### config.mk
export PLATFORM = sky130hd
export DESIGN_NAME = cwf_fill_unit
export DESIGN_NICKNAME = d
export VERILOG_FILES = /design/src/rtl/cwf_fill_pkg.sv /design/src/rtl/cwf_fill_ctrl.sv /design/src/rtl/cwf_fill_datapath.sv /design/src/rtl/cwf_fill_unit.sv
export SDC_FILE = /design/constraint.sdc
export NUM_CORES = 1
export LEC_CHECK = 0
export ABC_CLOCK_PERIOD_IN_PS = 4900
export BUFFER_PORTS_ARGS = -buffer_cell sky130_fd_sc_hd__buf_2
export CAP_MARGIN = 25
export CORE_ASPECT_RATIO = 0.9
export CORE_MARGIN = 3
export CORE_UTILIZATION = 55
export DETAILED_ROUTE_END_ITERATION = 12
export MAX_ROUTING_LAYER = met4
export PLACE_DENSITY = 0.79
export SYNTH_ARGS = -nofsm -noshare
export SYNTH_HDL_FRONTEND = slang
export SYNTH_HIERARCHICAL = 1
export SYNTH_SLANG_ARGS = --single-unit
### constraint.sdc
create_clock -name clk -period 4.9 [get_ports clk]
set_clock_uncertainty 0.2 [all_clocks]
set_input_delay 0.49 -clock clk [delete_from_list [all_inputs] [get_ports clk]]
set_output_delay 0.49 -clock clk [all_outputs]
set_load 0.02 [all_outputs]
### src/rtl/cwf_fill_pkg.sv
package cwf_fill_pkg;

  typedef enum logic [1:0] {
    ST_IDLE,
    ST_REQ,
    ST_FILL,
    ST_COMMIT
  } fill_state_t;

  // strobes the controller hands to the datapath each cycle
  typedef struct packed {
    logic capture;    // latch miss address, clear written mask
    logic beat;       // a response beat is being written
    logic firstBeat;  // this beat is the critical word
    logic commit;     // publish tag and valid
  } fill_strobe_t;

endpackage

### src/rtl/cwf_fill_ctrl.sv
module cwf_fill_ctrl
  import cwf_fill_pkg::*;
#(
  parameter int LINE_WORDS = 8,
  parameter int OFF_W      = 3
) (
  input  logic             clk,
  input  logic             rstN,
  input  logic             missValid,
  input  logic             memReqReady,
  input  logic             memRspValid,
  output logic             fillBusy,
  output logic             missReady,
  output logic             memReqValid,
  output fill_strobe_t     strobes,
  output logic [OFF_W-1:0] beatIdx
);

  localparam logic [OFF_W-1:0] LastBeat = OFF_W'(LINE_WORDS - 1);

  fill_state_t state, stateNext;
  logic        accept;
  logic        beatNow;
  logic        lastNow;

  assign accept  = missValid && (state == ST_IDLE);
  assign beatNow = memRspValid && (state == ST_FILL);
  assign lastNow = beatNow && (beatIdx == LastBeat);

  always_comb begin
    stateNext = state;
    unique case (state)
      ST_IDLE:   if (accept)      stateNext = ST_REQ;
      ST_REQ:    if (memReqReady) stateNext = ST_FILL;
      ST_FILL:   if (lastNow)     stateNext = ST_COMMIT;
      ST_COMMIT:                  stateNext = ST_IDLE;
      default:                    stateNext = ST_IDLE;
    endcase
  end

  always_ff @(posedge clk) begin
    if (!rstN) begin
      state <= ST_IDLE;
    end else begin
      state <= stateNext;
    end
  end

  // received-beat counter: doubles as the wrap offset from the critical word
  always_ff @(posedge clk) begin
    if (!rstN) begin
      beatIdx <= '0;
    end else if (accept) begin
      beatIdx <= '0;
    end else if (beatNow) begin
      beatIdx <= beatIdx + 1'b1;
    end
  end

  always_comb begin
    strobes.capture   = accept;
    strobes.beat      = beatNow;
    strobes.firstBeat = beatNow && (beatIdx == '0);
    strobes.commit    = (state == ST_COMMIT);
  end

  assign fillBusy    = (state != ST_IDLE);
  assign missReady   = (state == ST_IDLE);
  assign memReqValid = (state == ST_REQ);

endmodule

### src/rtl/cwf_fill_datapath.sv
module cwf_fill_datapath
  import cwf_fill_pkg::*;
#(
  parameter int ADDR_W     = 32,
  parameter int WORD_W     = 32,
  parameter int LINE_WORDS = 8,
  parameter int OFF_W      = 3,
  parameter int IDX_W      = 6,
  parameter int TAG_W      = 21,
  parameter int BYTE_OFF   = 2
) (
  input  logic              clk,
  input  logic              rstN,
  input  fill_strobe_t      strobes,
  input  logic [OFF_W-1:0]  beatIdx,
  input  logic [ADDR_W-1:0] missAddr,
  input  logic [WORD_W-1:0] memRspData,
  input  logic [ADDR_W-1:0] probeAddr,
  output logic [ADDR_W-1:0] memReqAddr,
  output logic              cpuValid,
  output logic [WORD_W-1:0] cpuData,
  output logic              arrWrEn,
  output logic [IDX_W-1:0]  arrWrSet,
  output logic [OFF_W-1:0]  arrWrWord,
  output logic [WORD_W-1:0] arrWrData,
  output logic              tagWrEn,
  output logic [IDX_W-1:0]  tagWrSet,
  output logic [TAG_W-1:0]  tagWrTag,
  output logic              probeHit,
  output logic [WORD_W-1:0] probeData
);

  localparam int OffLo = BYTE_OFF;
  localparam int IdxLo = BYTE_OFF + OFF_W;
  localparam int TagLo = BYTE_OFF + OFF_W + IDX_W;

  logic [TAG_W-1:0]  tagQ;
  logic [IDX_W-1:0]  setQ;
  logic [OFF_W-1:0]  critQ;
  logic              lineOpen;
  logic [LINE_WORDS-1:0] writtenMask;
  logic [WORD_W-1:0] lineBuf [LINE_WORDS];
  logic [OFF_W-1:0]  wrWord;

  // captured miss address fields
  always_ff @(posedge clk) begin
    if (!rstN) begin
      tagQ  <= '0;
      setQ  <= '0;
      critQ <= '0;
    end else if (strobes.capture) begin
      tagQ  <= missAddr[ADDR_W-1:TagLo];
      setQ  <= missAddr[TagLo-1:IdxLo];
      critQ <= missAddr[IdxLo-1:OffLo];
    end
  end

  // a line is open for probing from capture until the commit cycle ends
  always_ff @(posedge clk) begin
    if (!rstN) begin
      lineOpen <= 1'b0;
    end else if (strobes.capture) begin
      lineOpen <= 1'b1;
    end else if (strobes.commit) begin
      lineOpen <= 1'b0;
    end
  end

  // wrap-around word position: modulo the line length by truncation
  assign wrWord = critQ + beatIdx;

  for (genvar w = 0; w < LINE_WORDS; w++) begin : g_word
    logic hitHere;
    assign hitHere = strobes.beat && (wrWord == OFF_W'(w));

    always_ff @(posedge clk) begin
      if (!rstN) begin
        writtenMask[w] <= 1'b0;
      end else if (strobes.capture) begin
        writtenMask[w] <= 1'b0;
      end else if (hitHere) begin
        writtenMask[w] <= 1'b1;
      end
    end

    always_ff @(posedge clk) begin
      if (hitHere) begin
        lineBuf[w] <= memRspData;
      end
    end
  end

  // early restart: critical word goes back to the requester one cycle later
  always_ff @(posedge clk) begin
    if (!rstN) begin
      cpuValid <= 1'b0;
      cpuData  <= '0;
    end else begin
      cpuValid <= strobes.firstBeat;
      if (strobes.firstBeat) begin
        cpuData <= memRspData;
      end
    end
  end

  assign memReqAddr = {tagQ, setQ, critQ, {BYTE_OFF{1'b0}}};

  assign arrWrEn   = strobes.beat;
  assign arrWrSet  = setQ;
  assign arrWrWord = wrWord;
  assign arrWrData = memRspData;

  assign tagWrEn  = strobes.commit;
  assign tagWrSet = setQ;
  assign tagWrTag = tagQ;

  // probe against the line under construction
  logic [TAG_W-1:0] pTag;
  logic [IDX_W-1:0] pSet;
  logic [OFF_W-1:0] pWord;

  assign pTag  = probeAddr[ADDR_W-1:TagLo];
  assign pSet  = probeAddr[TagLo-1:IdxLo];
  assign pWord = probeAddr[IdxLo-1:OffLo];

  assign probeHit  = lineOpen && (pTag == tagQ) && (pSet == setQ) && writtenMask[pWord];
  assign probeData = lineBuf[pWord];

endmodule

### src/rtl/cwf_fill_unit.sv
module cwf_fill_unit
  import cwf_fill_pkg::*;
#(
  parameter int ADDR_W     = 32,
  parameter int WORD_W     = 32,
  parameter int LINE_WORDS = 8,
  parameter int SETS       = 64,
  localparam int BYTE_OFF  = $clog2(WORD_W / 8),
  localparam int OFF_W     = $clog2(LINE_WORDS),
  localparam int IDX_W     = $clog2(SETS),
  localparam int TAG_W     = ADDR_W - IDX_W - OFF_W - BYTE_OFF
) (
  input  logic              clk,
  input  logic              rstN,
  input  logic              missValid,
  input  logic [ADDR_W-1:0] missAddr,
  output logic              missReady,
  output logic              memReqValid,
  output logic [ADDR_W-1:0] memReqAddr,
  input  logic              memReqReady,
  input  logic              memRspValid,
  input  logic [WORD_W-1:0] memRspData,
  output logic              cpuValid,
  output logic [WORD_W-1:0] cpuData,
  output logic              arrWrEn,
  output logic [IDX_W-1:0]  arrWrSet,
  output logic [OFF_W-1:0]  arrWrWord,
  output logic [WORD_W-1:0] arrWrData,
  output logic              tagWrEn,
  output logic [IDX_W-1:0]  tagWrSet,
  output logic [TAG_W-1:0]  tagWrTag,
  output logic              fillBusy,
  input  logic [ADDR_W-1:0] probeAddr,
  output logic              probeHit,
  output logic [WORD_W-1:0] probeData
);

  fill_strobe_t     strobes;
  logic [OFF_W-1:0] beatIdx;

  cwf_fill_ctrl #(
    .LINE_WORDS(LINE_WORDS),
    .OFF_W     (OFF_W)
  ) u_ctrl (
    .clk        (clk),
    .rstN       (rstN),
    .missValid  (missValid),
    .memReqReady(memReqReady),
    .memRspValid(memRspValid),
    .fillBusy   (fillBusy),
    .missReady  (missReady),
    .memReqValid(memReqValid),
    .strobes    (strobes),
    .beatIdx    (beatIdx)
  );

  cwf_fill_datapath #(
    .ADDR_W    (ADDR_W),
    .WORD_W    (WORD_W),
    .LINE_WORDS(LINE_WORDS),
    .OFF_W     (OFF_W),
    .IDX_W     (IDX_W),
    .TAG_W     (TAG_W),
    .BYTE_OFF  (BYTE_OFF)
  ) u_dp (
    .clk       (clk),
    .rstN      (rstN),
    .strobes   (strobes),
    .beatIdx   (beatIdx),
    .missAddr  (missAddr),
    .memRspData(memRspData),
    .probeAddr (probeAddr),
    .memReqAddr(memReqAddr),
    .cpuValid  (cpuValid),
    .cpuData   (cpuData),
    .arrWrEn   (arrWrEn),
    .arrWrSet  (arrWrSet),
    .arrWrWord (arrWrWord),
    .arrWrData (arrWrData),
    .tagWrEn   (tagWrEn),
    .tagWrSet  (tagWrSet),
    .tagWrTag  (tagWrTag),
    .probeHit  (probeHit),
    .probeData (probeData)
  );

endmodule

==> reports/metrics.yaml, run 1 <==
dr_total_vias: 7154
n_fill_cell: 1682
tns_ps: 0
clock_path_buffers: 3
startpoint: "u_dp/critQ[0]$_SDFFE_PN0P_"
die_h_um: 155
portBuffers: 265
synth_edf_count: 256
r2r-start: "u_dp/critQ[0]$_SDFFE_PN0P_"
final-seq-area_sq_um: 9230
period_needed_ps: 3330
hold_viol_final: 0
grt.total_usage_pct: 21.7
min_period_over_period_pct: 67.9
grt_pass1_wl_um: 42400
worstSetupPathType: "reg2reg"
power_density_nw_per_um2: 437
ys_seq_area_share_pct: 67.6
h-tree-depth: 2
core_area_sq_um: 24300
wl_met2_um: 14600
hpwlAfterDp_um: 17500
holdBufCountCts: 0
clk_pin_slew_ps: 60
placed_area_sq_um: 14800
synthFlopType: "edfxtp_1"
gp_congestion: 0.790
multi_input_area_sq_um: 3720
p_clk_share_pct: 37.0
p_comb_share_pct: 16.0
syn_area_per_cell_sq_um: 17.9
grt_pass1_vias: 7402
drtPass1Iterations: 5
internal_power_mw: 5.19
nets: 1085
chipWidth_um: 172
design_area_sq_um: 16000
ys_ff_latch: 333
rsz0062_at_grt: "no"
slew_violations: 0
hold_start: "missAddr[24]"
critPathSlowestCell: "nor2_4"
cts_tree: "done"
clock_latency_ps: 490
setup_violations: 0
cts_inserted_buffers: 34
postCtsSetupRepairBufs: 0
grt-ovfl-total: 0
endpoint_kind: "flop"
routed.top_layer: "met4"
ys_async_sr_fraction_pct: 0
wl_met1_um: 11300
final_antenna_net_count: 0
grt_max_degree: 67
final_common_cell: "buf_2"
wl_met3_um: 1810
sw_frac_of_total_pct: 25.5
cts-root-buf: "clkbuf_16"
vdd_ir_drop_max_mv: 0.293
mostFrequentLayoutCells: "263 x buf_2, 256 x edfxtp_1, 77 x dfxtp_1"
seqPwrFrac_pct: 47.0
critPathArrivalTime_ps: 3310
start_util_pct: 56.1
antenna_found_initial: 0
wirelength_um: 28200
routedWlPerCell_um: 21.6
pin_count: 272
startpoint_type: "flop"
dieArea_sq_um: 26800
p_sw_mw: 1.78
drive_above_1_share_pct: 42.0
relSlewSlack_pct: 37.2
fmax_mhz: 301
reg2reg_slack_ps: 1570
max_stage_delay_ps: 700
final_core_util_pct: 65.6
drc: 0
drv_cap: 0
path_max_fanout: 22
ys_types: 37
area_delta_synth_final_pct: 16.8
worst_ep_required_time_ps: 4880
drt-initial-drc-count: 336
yosys_warnings: 6
crit_chain: "ha_1 -> fa_1 -> xor3_1 -> or2_1 -> nor2_4 -> buf_4"
p_leak_nw: 5.96
rows: 54
status: "complete, no violations"
synth_area_sq_um: 13700
synth_cells: 762
hold_path_class: "in2reg"
cts.sinks: 333
viasPerCell: 5.47
tightest_slew_ps: 942
num_antenna_cells: 0
post_cts_resized: 0
## registers in the layout, summed over array words and instances (netlist names)
name              flops
u_ctrl/beatIdx        3
u_ctrl/state          2
u_dp/arrWrSet         6
u_dp/cpuData         32
u_dp/cpuValid         1
u_dp/critQ            3
u_dp/lineBuf        256
u_dp/lineOpen         1
u_dp/tagWrTag        21
u_dp/writtenMask      8
## synthesized netlist by cell type (2+ instances only)
cell      number  share of area [%]
edfxtp_1     256                 56
dfxtp_1       77                 11
buf_4         71                3.9
nor2b_1       65                3.0
mux2i_1       64                4.7
mux4_2        46                7.6
mux2_2        32                2.6
mux4_1        20                3.8
xnor2_1       16                1.0
buf_2         14               0.51
clkbuf_1      13               0.36
xor2_1        12               0.77
o21a_1        10               0.55
nand2_1        9               0.25
ha_1           8               0.73
inv_1          8               0.22
nor2_1         8               0.22
nand4_1        4               0.18
nand3_1        3               0.11
nor3_1         3               0.11
nor4_1         3               0.14
a21oi_1        2              0.073
buf_12         2               0.29
buf_6          2               0.16
buf_8          2               0.22
## logic make-up after synthesis
family | synth area share [%]
buf+inv | 5.70
flops | 67.6
mux | 18.8
compound gates | 0.834
fa+ha+maj | 0.880
other cells | 0.0275
xor+xnor | 1.97
simple gates | 4.23
## power groups by stage
stage	logic, mW	clock network, mW	registers (mW)
after floorplan	0.750	0	3.40
after global placement	1.11	0	3.32
after detailed placement	1.13	0	3.33
after CTS	1.13	2.63	3.27
after global routing	1.20	2.76	3.28
final	1.12	2.58	3.27
## final timing paths
check / endpoint / cells after the start
worst max-delay path: u_dp/lineBuf[1][15]$_DFFE_PP_ / 6
worst min-delay path: u_dp/tagWrTag[13]$_SDFFE_PN0P_ / 3
worst max register to register: u_dp/lineBuf[1][15]$_DFFE_PP_ / 6
worst min register to register: u_dp/writtenMask[5]$_SDFFE_PP0P_ / 1
## per-stage QoR
stage | std cells | hold WS [ps] | worst slack (ps) | total power, mW
after floorplan | 763 | 235 | 395 | 4.15
after global placement | 1247 | 241 | 1600 | 4.43
after detailed placement | 1247 | 250 | 1540 | 4.46
after CTS | 1308 | 31.1 | 1520 | 7.04
after global routing | 1308 | 54.3 | 1470 | 7.24
final | 1308 | 49.8 | 1570 | 6.97
## metal layers
| metal | global-route usage, % | vias up |
|---|---|---|
| met3 | 3.40 | 36 |
| met5 | - | - |
| li1 | - | 3267 |
| met4 | 5.47 | 0 |
| met2 | 38.0 | 300 |
| met1 | 26.8 | 3551 |
## final cells by class
type | count | share of cell area (%)
sequential | 333 | 57.9
multi-input combinational | 317 | 23.3
timing repair buffer | 281 | 9.18
clock buffer | 49 | 6.01
tap | 308 | 2.42
clock inverter | 12 | 1.04
inverter | 8 | 0.188
## worst max-delay path, delay by kind of cell, from the launching register on
kind,cells,cell delay [ps]
AND/OR/NAND/NOR,2,1030
adder cells (fa/ha/maj),2,590
XOR/XNOR,1,490
buffers and inverters,1,370
flip-flops,1,330
Power figures use the tool's default switching activity.
==> run 2: changes to the inputs <==
Settings changed: ABC_AREA set to 1, ABC_CLOCK_PERIOD_IN_PS 4900 to 3450.
Clock period 4.9 ns to 3.45 ns, I/O delays scaled along.
==> reports/metrics.yaml, run 2 <==
power_density_nw_per_um2: 626  # +43%
wirelength_um: 36200  # +29%
synth_edf_count: 256  # unchanged
final_antenna_net_count: 0  # unchanged
yosysTopAreaCell: "edfxtp_1"
vdd_ir_drop_max_mv: 0.537  # +84%
critPathArrivalTime_ps: 2820  # -490 ps
n_fill_cell: 1713  # +1.8%
tns_ps: 0  # unchanged
synth_area_sq_um: 13900  # +1.5%
ys_async_sr_fraction_pct: 0  # unchanged
path_max_fanout: 19  # -14%
synth.most_common_cell: "edfxtp_1"
drtPass1Iterations: 5  # unchanged
ys_ff_latch: 333  # unchanged
max_stage_delay_ps: 510  # -190 ps
clock_path_buffers: 3  # unchanged
startpoint_type: "flop"
final_common_cell: "buf_2"
grt-ovfl-total: 0  # unchanged
portBuffers: 265  # unchanged
finalPower_mw: 10.5  # +50%
min_period_over_period_pct: 80.4  # +13 points
fmax_mhz: 361  # +20%
drt-initial-drc-count: 984  # +190%
period_needed_ps: 2770  # -552 ps
largest_register: "u_dp/lineBuf"
grt_pass1_wl_um: 55000  # +30%
syn_area_per_cell_sq_um: 10.7  # -40%
path_buf_inv: 4  # +3
clk_pin_slew_ps: 60  # about the same
cp_common_cell: "nand2_1"
p_leak_nw: 6.82  # +14%
gp_congestion: 0.860  # +8.8%
cts_inserted_buffers: 35  # +2.9%
critPathSlowestCell: "clkinv_1"
ys_types: 34  # -8.1%
num_antenna_cells: 0  # unchanged
largest_reg_flops: 256  # unchanged
hold_viol_final: 0  # unchanged
start_util_pct: 56.5  # +0.38 points
chipWidth_um: 173  # +0.73%
drive_above_1_share_pct: 22.8  # -19 points
relSlewSlack_pct: 42.5  # +5.3 points
cts-root-buf: "clkbuf_16"
cts_tree: "done"
pin_count: 272  # unchanged
rows: 54  # unchanged
grt_pass1_vias: 10388  # +40%
clock_latency_ps: 500  # about the same
worstSetupPathType: "reg2reg"
mostFrequentLayoutCells: "264 x buf_2, 256 x edfxtp_1, 249 x nor2_1"
dieArea_sq_um: 27100  # +1.5%
synth.area.top_cells: "edfxtp_1 55%, dfxtp_1 11%, nor2_1 6.8%"
dr_total_vias: 10548  # +47%
post_cts_resized: 0  # unchanged
rsz0062_at_grt: "no"
routedWlPerCell_um: 19.0  # -12%
synth_cells: 1297  # +70%
holdBufCountCts: 62  # +62
ys_seq_area_share_pct: 66.6  # -1.0 points
h-tree-depth: 2  # unchanged
tightest_slew_ps: 862  # -80.0 ps
synth_top_area_share_pct: 55.5  # -0.84 points
postCtsSetupRepairBufs: 0  # unchanged
slew_violations: 0  # unchanged
grt_max_degree: 133  # +99%
synthFlopType: "edfxtp_1"
fin_ws_ps: 676  # -898 ps
place_worst_setup_slack_ps: 681  # -856 ps
crit_chain: "ha_1 -> fa_1 -> inv_1 -> nand2_1 -> nand2_1 -> inv_1 -> nand2_1 -> clkinv_1 -> buf_12"
antenna_found_initial: 0  # unchanged
setup_violations: 0  # unchanged
worst_ep_required_time_ps: 3500  # -1380 ps
grt.total_usage_pct: 26.7  # +5.0 points
nets: 1658  # +53%
yosys_warnings: 6  # unchanged
drv_cap: 0  # unchanged
whs_ps: 24.5  # -25.4 ps
ys_top_cells_by_count: "256 x edfxtp_1, 250 x nor2_1, 184 x nand2_1"
core_area_sq_um: 24500  # +0.83%
hpwlAfterDp_um: 21300  # +22%
hold_path_class: "in2reg"
viasPerCell: 5.53  # +1.0%
drc: 0  # unchanged
crit_family: "buffers and inverters"
area_delta_synth_final_pct: 20.4
status: "complete, no violations"
endpoint_kind: "flop"
die_h_um: 157  # +0.73%
cts.sinks: 333  # unchanged
## run 2: cell types whose count changed after synthesis, moves of 20 or more
cell,delta
o21ai_0,+161
o22ai_1,+64
o21ai_1,+31
inv_1,+54
mux2i_1,-64
mux4_2,-46
nand2_1,+175
mux4_1,-20
a21oi_1,+21
nor2b_1,-65
nor2_1,+242
mux2_2,-32
## run 2: per-stage QoR
| step | utilization (%) | cells | cell area (sq um) |
|---|---|---|---|
| final | 68.1 | 1909 | 16700 |
| after detailed placement | 61.0 | 1785 | 15000 |
| after global placement | 61.0 | 1785 | 15000 |
| after floorplan | - | 1298 | 13900 |
| after global routing | 68.1 | 1909 | 16700 |
| after CTS | 68.1 | 1909 | 16700 |
## run 2: final cells by class
type                            instances  area, sq um  area share, %
Clock buffer                           42          933           5.59
Multi-Input combinational cell        759         3480           20.8
Inverter                               66          265           1.59
Clock inverter                         20          171           1.03
Sequential cell                       333         9230           55.3
Timing Repair Buffer                  353         2190           13.1
Tap cell                              336          420           2.52
## run 2: cell families after synthesis
logic type      count (synthesis)  share of synthesized area [%]
flops                         333                           66.6
buf+inv                       206                           8.42
compound gates                283                           10.9
other cells                     1                         0.0271
simple gates                  456                           12.7
fa+ha+maj                       9                          0.867
xor+xnor                        9                          0.569
## run 2: path summary, 6_finish.rpt
| check | start | endpoint | depth (start not counted) | slack, ps |
|---|---|---|---|---|
| worst min register to register | u_dp/writtenMask[6]$_SDFFE_PP0P_ | u_dp/writtenMask[6]$_SDFFE_PP0P_ | 2 | 260 |
| worst max-delay path | u_dp/critQ[0]$_SDFFE_PN0P_ | u_dp/lineBuf[7][29]$_DFFE_PP_ | 9 | 680 |
| worst max register to register | u_dp/critQ[0]$_SDFFE_PN0P_ | u_dp/lineBuf[7][29]$_DFFE_PP_ | 9 | 680 |
| worst min-delay path | missValid | u_ctrl/beatIdx[2]$_SDFFE_PP0P_ | 4 | 20 |
## run 2: per-layer routing
layer,track usage [%],wire [um],vias to the layer above
li1,-,-,4866
met1,32.6,14000,4940
met2,44.5,17800,649
met3,4.10,3210,93
met4,12.3,1230,0
met5,-,0,-
## run 2: tightest hold or removal path: stages
cell     delay, ps
buf_2           90
nand2_1         70
nand2_1        120
a21oi_1         60
## run 2: power breakdown
group	switching, mW	internal [mW]	total [mW]
clock	1.52	2.10	3.62
combinational	1.40	0.636	2.04
sequential	0.188	4.61	4.80
